File: src/rtl/ccf_pkg.sv
package ccf_pkg;
  // strobes from control to datapath
  typedef struct packed {
    logic loadCfg;
    logic issueData;
    logic issueLink;
    logic takeLink;
  } ccfStrobes_t;
endpackage

File: src/rtl/ccf_datapath.sv
module ccf_datapath
  import ccf_pkg::*;
#(
  parameter int ADDR_W  = 40,
  parameter int ALIGN_W = 7,
  parameter int SIZE_W  = 13,
  parameter int POOL_W  = 3,
  parameter int DWB_W   = 9,
  parameter int DATA_W  = 64
) (
  input  logic                        clk,
  input  logic                        rstN,
  input  ccfStrobes_t                 str,
  input  logic [ADDR_W-ALIGN_W-1:0]   cfgPtr,
  input  logic [SIZE_W-1:0]           cfgSize,
  input  logic [POOL_W-1:0]           cfgPool,
  input  logic [DWB_W-1:0]            cfgDwb,
  input  logic [ADDR_W-ALIGN_W-1:0]   linkPtr,
  output logic [ADDR_W-1:0]           reqAddr,
  output logic                        atLinkSlot,
  output logic                        freeValid,
  output logic [ADDR_W-1:0]           freeAddr,
  output logic [POOL_W-1:0]           freePool,
  output logic [DWB_W-1:0]            freeDwb
);
  localparam int PTR_W    = ADDR_W - ALIGN_W;
  localparam int WORD_SH  = $clog2(DATA_W / 8);

  logic [PTR_W-1:0]  basePtr;
  logic [SIZE_W-1:0] segSize;
  logic [SIZE_W-1:0] wordIdx;
  logic [POOL_W-1:0] poolReg;
  logic [DWB_W-1:0]  dwbReg;

  assign reqAddr    = ADDR_W'({basePtr, {ALIGN_W{1'b0}}}) + ADDR_W'({wordIdx, {WORD_SH{1'b0}}});
  assign atLinkSlot = (wordIdx == (segSize - SIZE_W'(1)));

  always_ff @(posedge clk) begin
    if (!rstN) begin
      basePtr   <= '0;
      segSize   <= SIZE_W'(2);
      wordIdx   <= '0;
      poolReg   <= '0;
      dwbReg    <= '0;
      freeValid <= 1'b0;
      freeAddr  <= '0;
      freePool  <= '0;
      freeDwb   <= '0;
    end else begin
      freeValid <= 1'b0;
      if (str.loadCfg) begin
        basePtr <= cfgPtr;
        segSize <= cfgSize;
        poolReg <= cfgPool;
        dwbReg  <= cfgDwb;
        wordIdx <= '0;
      end else if (str.takeLink) begin
        basePtr   <= linkPtr;
        wordIdx   <= '0;
        freeValid <= 1'b1;
        freeAddr  <= {basePtr, {ALIGN_W{1'b0}}};
        freePool  <= poolReg;
        freeDwb   <= dwbReg;
      end else if (str.issueData) begin
        wordIdx <= wordIdx + SIZE_W'(1);
      end
    end
  end


  size_min_chk: assert property (@(posedge clk) disable iff (!rstN)
    str.loadCfg |-> cfgSize >= SIZE_W'(2));

  free_pulse_chk: assert property (@(posedge clk) disable iff (!rstN)
    freeValid |=> !freeValid);

  data_idx_chk: assert property (@(posedge clk) disable iff (!rstN)
    str.issueData |-> !atLinkSlot);
endmodule

File: src/rtl/ccf_ctrl.sv
module ccf_ctrl
  import ccf_pkg::*;
#(
  parameter int DB_W     = 16,
  parameter int THR_W    = 4,
  parameter int MAX_INFL = 8
) (
  input  logic             clk,
  input  logic             rstN,
  input  logic             cfgWe,
  input  logic             dbWe,
  input  logic [DB_W-1:0]  dbInc,
  input  logic             thrWe,
  input  logic [THR_W-1:0] thrVal,
  input  logic             errClrWe,
  input  logic             errClrBit,
  input  logic             maskWe,
  input  logic             maskVal,
  input  logic             rdReqReady,
  input  logic             rdRspValid,
  input  logic             atLinkSlot,
  output logic             rdReqValid,
  output logic             rdReqIsLink,
  output logic             cmdValid,
  output logic             errFlag,
  output logic             irq,
  output ccfStrobes_t      str
);
  localparam int INF_W = $clog2(MAX_INFL + 1);

  typedef enum logic {stRun, stLink} ctrlState_t;

  ctrlState_t        state;
  logic [DB_W-1:0]   dbCnt;
  logic [THR_W-1:0]  thrReg;
  logic [INF_W-1:0]  inflight;
  logic [INF_W-1:0]  effLimit;
  logic              maskReg;
  logic              canIssue, fire, dataRsp, ovf;
  logic [DB_W:0]     sumWide;

  assign effLimit = (thrReg > THR_W'(MAX_INFL)) ? INF_W'(MAX_INFL) : INF_W'(thrReg);
  assign canIssue = (state == stRun) && (dbCnt != '0) && (effLimit != '0);
  assign rdReqValid  = canIssue && (atLinkSlot ? (inflight == '0) : (inflight < effLimit));
  assign rdReqIsLink = atLinkSlot;
  assign fire     = rdReqValid && rdReqReady;
  assign dataRsp  = rdRspValid && (state == stRun);
  assign cmdValid = dataRsp;

  always_comb begin
    str.loadCfg   = cfgWe && (dbCnt == '0) && (state == stRun);
    str.issueData = fire && !atLinkSlot;
    str.issueLink = fire && atLinkSlot;
    str.takeLink  = rdRspValid && (state == stLink);
  end

  assign sumWide = {1'b0, dbCnt} + (dbWe ? {1'b0, dbInc} : '0) - (DB_W + 1)'(str.issueData);
  assign ovf     = dbWe && sumWide[DB_W];
  assign irq     = errFlag && maskReg;

  always_ff @(posedge clk) begin
    if (!rstN) begin
      state    <= stRun;
      dbCnt    <= '0;
      thrReg   <= THR_W'(MAX_INFL);
      inflight <= '0;
      errFlag  <= 1'b0;
      maskReg  <= 1'b0;
    end else begin
      if (str.issueLink)     state <= stLink;
      else if (str.takeLink) state <= stRun;
      inflight <= inflight + INF_W'(str.issueData) - INF_W'(dataRsp);
      dbCnt    <= ovf ? (dbCnt - DB_W'(str.issueData)) : sumWide[DB_W-1:0];
      if (thrWe)  thrReg  <= thrVal;
      if (maskWe) maskReg <= maskVal;
      errFlag <= ovf || (errFlag && !(errClrWe && errClrBit));
    end
  end


  no_fetch_empty_chk: assert property (@(posedge clk) disable iff (!rstN)
    (dbCnt == '0) |-> !rdReqValid);

  inflight_cap_chk: assert property (@(posedge clk) disable iff (!rstN)
    (rdReqValid && !rdReqIsLink) |-> (inflight < effLimit) && (effLimit <= INF_W'(MAX_INFL)));

  link_quiet_chk: assert property (@(posedge clk) disable iff (!rstN)
    (state == stLink) |-> !rdReqValid && (inflight == '0));

  err_cause_chk: assert property (@(posedge clk) disable iff (!rstN)
    $rose(errFlag) |-> $past(dbWe));

  irq_gate_chk: assert property (@(posedge clk) disable iff (!rstN)
    irq |-> errFlag);

  req_hold_chk: assert property (@(posedge clk) disable iff (!rstN)
    (rdReqValid && !rdReqReady && !thrWe) |=> rdReqValid && $stable(rdReqIsLink));
endmodule

File: src/rtl/cmd_chain_fetch.sv
module cmd_chain_fetch
  import ccf_pkg::*;
#(
  parameter int ADDR_W   = 40,
  parameter int ALIGN_W  = 7,
  parameter int SIZE_W   = 13,
  parameter int POOL_W   = 3,
  parameter int DWB_W    = 9,
  parameter int DB_W     = 16,
  parameter int THR_W    = 4,
  parameter int MAX_INFL = 8,
  parameter int DATA_W   = 64
) (
  input  logic                      clk,
  input  logic                      rstN,
  input  logic                      cfgWe,
  input  logic [ADDR_W-ALIGN_W-1:0] cfgPtr,
  input  logic [SIZE_W-1:0]         cfgSize,
  input  logic [POOL_W-1:0]         cfgPool,
  input  logic [DWB_W-1:0]          cfgDwb,
  input  logic                      dbWe,
  input  logic [DB_W-1:0]           dbInc,
  input  logic                      thrWe,
  input  logic [THR_W-1:0]          thrVal,
  input  logic                      errClrWe,
  input  logic                      errClrBit,
  input  logic                      maskWe,
  input  logic                      maskVal,
  output logic                      rdReqValid,
  input  logic                      rdReqReady,
  output logic [ADDR_W-1:0]         rdReqAddr,
  output logic                      rdReqIsLink,
  input  logic                      rdRspValid,
  input  logic [DATA_W-1:0]         rdRspData,
  output logic                      cmdValid,
  output logic [DATA_W-1:0]         cmdData,
  output logic                      freeValid,
  output logic [ADDR_W-1:0]         freeAddr,
  output logic [POOL_W-1:0]         freePool,
  output logic [DWB_W-1:0]          freeDwb,
  output logic                      errFlag,
  output logic                      irq
);
  ccfStrobes_t str;
  logic        atLinkSlot;

  assign cmdData = rdRspData;

  ccf_ctrl #(.DB_W(DB_W), .THR_W(THR_W), .MAX_INFL(MAX_INFL)) uCtrl (
    .clk(clk), .rstN(rstN), .cfgWe(cfgWe), .dbWe(dbWe), .dbInc(dbInc),
    .thrWe(thrWe), .thrVal(thrVal), .errClrWe(errClrWe), .errClrBit(errClrBit),
    .maskWe(maskWe), .maskVal(maskVal), .rdReqReady(rdReqReady),
    .rdRspValid(rdRspValid), .atLinkSlot(atLinkSlot), .rdReqValid(rdReqValid),
    .rdReqIsLink(rdReqIsLink), .cmdValid(cmdValid), .errFlag(errFlag),
    .irq(irq), .str(str)
  );

  ccf_datapath #(.ADDR_W(ADDR_W), .ALIGN_W(ALIGN_W), .SIZE_W(SIZE_W),
                 .POOL_W(POOL_W), .DWB_W(DWB_W), .DATA_W(DATA_W)) uDp (
    .clk(clk), .rstN(rstN), .str(str), .cfgPtr(cfgPtr), .cfgSize(cfgSize),
    .cfgPool(cfgPool), .cfgDwb(cfgDwb), .linkPtr(rdRspData[ADDR_W-1:ALIGN_W]),
    .reqAddr(rdReqAddr), .atLinkSlot(atLinkSlot), .freeValid(freeValid),
    .freeAddr(freeAddr), .freePool(freePool), .freeDwb(freeDwb)
  );
endmodule

File: config.mk
export PLATFORM = sky130hd
export DESIGN_NAME = cmd_chain_fetch
export DESIGN_NICKNAME = d
export VERILOG_FILES = /design/src/rtl/ccf_pkg.sv /design/src/rtl/ccf_datapath.sv /design/src/rtl/ccf_ctrl.sv /design/src/rtl/cmd_chain_fetch.sv
export SDC_FILE = /design/constraint.sdc
export NUM_CORES = 1
export LEC_CHECK = 0
export ABC_AREA = 1
export CORE_ASPECT_RATIO = 2
export CORE_MARGIN = 2
export CORE_UTILIZATION = 44
export DETAILED_ROUTE_END_ITERATION = 8
export PLACE_DENSITY = 0.76
export SKIP_LAST_GASP = 1
export SYNTH_ARGS = -nofsm -noshare
export SYNTH_HDL_FRONTEND = slang
export SYNTH_HIERARCHICAL = 1
export SYNTH_SLANG_ARGS = --single-unit
export TNS_END_PERCENT = 5
File: constraint.sdc
create_clock -name clk -period 6.6 [get_ports clk]
set_clock_uncertainty 0.2 [all_clocks]
set_input_delay 1.32 -clock clk [delete_from_list [all_inputs] [get_ports clk]]
set_output_delay 1.32 -clock clk [all_outputs]
set_load 0.02 [all_outputs]
==> summary.txt, run 1 <==
Setup path
  – FF-to-FF End: uCtrl/dbCnt[12]
  – CP dominant cell by count: nor2_1
  – Slowest stage delay, CP: 0.57 ns
  – Crit path launch type: flop
  – R2r startpoint: uDp/segSize[0]
  – Critical Path RT: 6.73 ns
  – Worst-case reg-to-reg path depth: 29
  – Crit path arrival time: 5.36 ns
  – Slowest-stage cell, CP: nor2_1
  – Max FO, Critical Path: 30
  – CP Class: reg -> reg
  – Worst R2R Setup Slack: 1.37 ns
  – Worst Setup End Kind: flop

Timing
  – Slew HR: 0.4248
  – Setup TNS: 0 ns
  – Fmax: 191.2 MHz
  – Fin crit period: 5.232 ns
  – Setup violations, final: 0
  – RSZ-0062 raised after global routing: no
  – Slew Viols, Final: 0
  – Final worst-path cycle share: 0.7927
  – Final Hold Fails: 0
  – Final worst slack: 1.369 ns
  – Worst Tran Pin Value: 0.8601 ns

Global routing
  – Met2 Use GR: 0.4851
  – GRT Overall Usage: 0.2674
  – Met1 Track Usage GR: 0.2623
  – Vias in the first global route: 10030
  – Largest net degree at the start of global routing: 75
  – Initial antenna violation count: 1
  – Congestion Overflow GR: 0
  – M3 GR Usage: 0.05134
  – Grt peak-use layer: met2
  – First-pass GRT wire length: 48830 um

Min path
  – Hold Crit Start: uDp/dwbReg[7]
  – Worst min-delay path class: reg -> reg
  – Hold endpoint: uDp/dwbReg[7]
  – Worst hold stages: 2

Clock network
  – Clock sink count: 144
  – Clock latency on the worst-skew pair: 0.45 ns
  – CTS resizes: 0
  – Clk slew on worst S/H paths: 0.06 ns
  – Root buffer cell: clkbuf_16
  – Clock buffer depth: 2
  – Post-CTS Setup Bufs: 0
  – CTS buffer count: 17
  – H-Tree Depth: 4
  – TritonCTS clock tree: built
  – CTS Hold Bufs: 0

Finish
  – Layout Cells excl Fill: 1960
  – Layout area overhead: 26.49%
  – Share of post-route cells with drive strength above 1: 0.05169
  – Most frequent cells in the layout: nand2_1, clkdlybuf4s50_1, inv_1
  – Commonest non-fill, non-tap cell in the layout: nand2_1
  – Nets: 1880
  – Fillers: 2135

Placed design
  – Placed Cells: 1928
  – IO Port Bufs: 242
  – Worst slack, placed: 1.447 ns
  – Routability congestion estimate: 0.9413
  – Post-DP HPWL: 24130 um

Drt
  – Vias: 10010
  – Detailed Route Iter0 Violations: 422
  – Routed Wire Length: 30990 um
  – Initial DRT Pass Iterations: 7
  – Routed Antenna Nets: 0
  – Residual DRC: 0
  – Average wire per standard cell: 15.81 um
  – Vias per inst: 5.105

Die
  – Row cnt: 77
  – Chip width: 109.8 um
  – I/O Pins: 315
  – Die Y: 215.7 um
  – Die ar.: 23690 um2
  – Starting Density: 0.4468
  – Core area: 22060 um2

Power and ir drop
  – Worst VDD drop: 0.1823 mV
  – PD cells: 312.6 nW/um2
  – Pleak: 5.947 nW

Run
  – # Max-Cap Violations: 0

Synthesis
  – Mapped Cells: 1521
  – Mapped cell area: 9858 um2
  – Yosys warnings: 6
  – Syn_area_per_cell: 6.481 um2

Outcome
  – Status: finished clean
sequential cells by signal, indices dropped and copies added, names as in the netlist:
name	cells
uCtrl/dbCnt	16
uCtrl/errFlag	1
uCtrl/inflight	4
uCtrl/maskReg	1
uCtrl/state	1
uCtrl/thrReg	4
uDp/basePtr	33
uDp/dwbReg	9
uDp/freeAddr	33
uDp/freeDwb	9
uDp/freePool	3
uDp/freeValid	1
uDp/poolReg	3
uDp/segSize	13
uDp/wordIdx	13
worst max-delay path: cells and delay by family (launching register included):
family	cells	cell delay, ns
adder cells (fa/ha/maj)	4	1.21
flip-flops	1	0.32
AND/OR/NAND/NOR	19	2.78
AO/OA/AOI/OAI	1	0.19
buffers and inverters	5	0.40
area by class of cell:
type | count | area, um2 | area share
multi-input combinational | 1047 | 5396 | 0.4328
sequential | 144 | 2883 | 0.2312
timing repair buffer | 248 | 2465 | 0.1977
inverter | 213 | 799.5 | 0.06412
clock buffer | 19 | 442.9 | 0.03552
tap | 276 | 345.3 | 0.02769
clock inverter | 12 | 135.1 | 0.01084
antenna | 1 | 2.502 | 0.0002007
worst max path at each step:
stage | from | to | slack, ns | cells past startpoint
3_5_place_dp | uDp/segSize[0] | uCtrl/dbCnt[10] | 1.45 | 28
5_1_grt | uDp/segSize[0] | uCtrl/dbCnt[4] | 0.82 | 29
4_1_cts | uDp/segSize[0] | uCtrl/dbCnt[12] | 1.39 | 28
6_report | uDp/segSize[0] | uCtrl/dbCnt[12] | 1.37 | 29
2_1_floorplan | uDp/segSize[0] | uCtrl/dbCnt[6] | 2.02 | 32
3_3_place_gp | dbWe | uCtrl/dbCnt[5] | 1.62 | 17
through the flow:
stage / total power [mW] / cell area, um2 / utilization / hold slack (ns)
final: 3.898 / 12470 / 0.5652 / 0.2545
after global routing: 4.188 / 12470 / 0.5652 / 0.2838
after CTS: 3.900 / 12470 / 0.5651 / 0.2565
after detailed placement: 2.929 / 11890 / 0.5389 / 0.2461
after global placement: 2.887 / 11890 / 0.5389 / 0.2384
after floorplan: 2.439 / 9892 / - / 0.2135
metal layers:
metal  share of wire  vias to the layer above
met5               0                        -
met4           0.061                        0
met3           0.055                      100
met2            0.53                      365
met1            0.36                     4549
li1                -                     4992
where the power goes:
part | internal [mW] | leakage [nW] | total, mW | switching [mW]
Clock | 0.565 | 0.272 | 0.959 | 0.394
Sequential | 0.971 | 1.17 | 1.06 | 0.0927
Combinational | 0.708 | 4.51 | 1.87 | 1.17
No activity file was read; power rests on OpenSTA's default activity.
==> run 2, diff against run 1 <==
- CORE_UTILIZATION: 44 -> 43
- PLACE_DENSITY: 0.76 -> 0.77
- clock period: 6.6 -> 4.5 ns (I/O delays scaled with it)
==> run 2 against run 1 <==
Compared with the run above: via count rose by 1.7%; clock power rose by 63%; sequential cell count did not move; first-iteration DRC count rose by 22%; largest power group unchanged; non-clock buffer count rose by 11; largest cell class unchanged; worst hold slack barely moved.
==> summary.txt, run 2 (synthesis gave the netlist of run 1 again) <==
Finish
  – Largest regs: uDp/basePtr (33), uDp/freeAddr (33), uCtrl/dbCnt (16)
  – Most frequent cells in the layout: nand2_1, clkdlybuf4s50_1, inv_1
  – Layout area overhead: 29.60%
  – ANT cells: 0
  – Multi-input logic area: 5540 um2
  – Layout Cells excl Fill: 1978
  – Commonest non-fill, non-tap cell in the layout: nand2_1
  – FF+latch area: 2885 um2
  – Post-layout instance area: 12780 um2
  – Fillers: 2247
  – Nets: 1894
  – Final core occ: 0.5643
  – Share of post-route cells with drive strength above 1: 0.06949

Clock network
  – H-Tree Depth: 4
  – TritonCTS clock tree: built
  – Clock buffer depth: 2
  – Clock sink count: 144
  – Clock latency on the worst-skew pair: 0.44 ns
  – CTS Hold Bufs: 0
  – Root buffer cell: clkbuf_16
  – Clk slew on worst S/H paths: 0.06 ns
  – CTS buffer count: 17

Placed design
  – IO Port Bufs: 242
  – Post-DP HPWL: 25200 um
  – Placed Cells: 1939
  – Routability congestion estimate: 0.9661
  – Area post-placement: 11950 um2

Power and ir drop
  – Worst VDD drop: 0.2949 mV
  – PD cells: 479.0 nW/um2
  – Pleak: 6.070 nW

Die
  – Row cnt: 78
  – Die ar.: 24230 um2
  – Core area: 22640 um2
  – Starting Density: 0.4354
  – Die Y: 218.1 um
  – Chip width: 111.1 um
  – I/O Pins: 315

Global routing
  – First-pass GRT wire length: 50830 um
  – Vias in the first global route: 10340
  – Largest net degree at the start of global routing: 78
  – GRT Overall Usage: 0.2685
  – Initial antenna violation count: 0
  – Congestion Overflow GR: 0

Drt
  – Routed Wire Length: 33090 um
  – Initial DRT Pass Iterations: 5
  – Routed Antenna Nets: 0
  – Residual DRC: 0
  – Detailed Route Iter0 Violations: 516
  – Average wire per standard cell: 16.73 um
  – Vias per inst: 5.146
  – Vias: 10180

Min path
  – Hold endpoint: uDp/dwbReg[1]
  – Hold Crit Start: uDp/dwbReg[1]
  – Worst min-delay path class: reg -> reg
  – Worst hold stages: 2

Timing
  – Setup TNS: 0 ns
  – RSZ-0062 raised after global routing: yes
  – Setup violations, final: 0
  – Worst Tran Pin Value: 0.6961 ns
  – Final worst-path cycle share: 0.9435
  – Fmax: 235.5 MHz
  – Final Hold Fails: 0
  – Slew HR: 0.5359
  – Fin crit period: 4.246 ns
  – Slew Viols, Final: 0

Setup path
  – Worst R2R Setup Slack: 0.25 ns
  – FF-to-FF End: uCtrl/dbCnt[1]
  – R2r startpoint: uDp/segSize[1]
  – CP Class: reg -> reg
  – Crit path arrival time: 4.42 ns
  – Slowest stage delay, CP: 0.36 ns
  – CP dominant cell by count: nand2_1
  – Worst-case reg-to-reg path depth: 33
  – Crit path launch type: flop
  – Max FO, Critical Path: 8
  – Slowest-stage cell, CP: dfxtp_2
  – Worst Setup End Kind: flop
  – Critical Path RT: 4.67 ns

Outcome
  – Status: finished clean

Run
  – # Max-Cap Violations: 0
## run 2: cell count changes in the layout (fill, tap and decap cells not counted), moves of 3 or more
cell,change
nor2_1,-5
clkbuf_8,+4
nor2_4,+3
nand2_4,+4
nand2_1,-3
nand3_4,+4
buf_4,+11
## run 2: power by group
group | leakage (nW) | switching [mW] | internal, mW
Clock | 0.313 | 0.559 | 1.00
Sequential | 1.17 | 0.136 | 1.42
Combinational | 4.59 | 1.86 | 1.14
## run 2: worst max path at each step
stage	start	to	slack, ns
global route	uDp/segSize[0]	uCtrl/dbCnt[6]	-0.02
finish	uDp/segSize[1]	uCtrl/dbCnt[1]	0.25
CTS	uDp/segSize[3]	uCtrl/dbCnt[14]	0.01
floorplan	uDp/segSize[0]	uCtrl/dbCnt[6]	0.001
detailed placement	uDp/segSize[0]	uCtrl/dbCnt[5]	-0.09
global placement	uDp/segSize[0]	uCtrl/dbCnt[1]	0.12
## run 2: per-stage QoR
stage / setup WS [ns] / hold WS, ns / power [mW]
after global routing: -0.02119 / 0.2736 / 6.550
after global placement: 0.1188 / 0.2397 / 4.295
after floorplan: 0.001209 / 0.2135 / 3.580
after CTS: 0.01295 / 0.2569 / 6.036
after detailed placement: -0.08996 / 0.2480 / 4.355
final: 0.2543 / 0.2545 / 6.120
## run 2: layer usage
metal | vias up | wire [um] | track usage
li1 | 5029 | - | -
met1 | 4624 | 11020 | 0.2418
met2 | 389 | 17730 | 0.5166
met3 | 137 | 1861 | 0.05491
met4 | 0 | 2476 | 0.2029
met5 | - | 0 | 0
## run 2: final cells by class
cell class	count	area share
sequential	144	0.2258
clock buffer	24	0.03927
timing repair buffer	259	0.1994
multi-input combinational	1050	0.4336
clock inverter	8	0.01165
inverter	213	0.06278
tap	280	0.02742
## run 2: worst max-delay path: cells and delay by family (launching register included)
kind                       cells  cell delay [ns]
adders and majority gates      4             1.05
buffers and inverters          5             0.30
AOI/OAI and AO/OA              2             0.16
DFF                            1             0.36
and+or+nand+nor               22             2.11
## run 2: repair_timing
action / 4_1_cts / 5_1_grt
setup endpoints to repair: 17 / 17
pin swaps: 2 / 9
setup buffers: 0 / 4
gates cloned: 3 / 0
resized for setup: 8 / 22
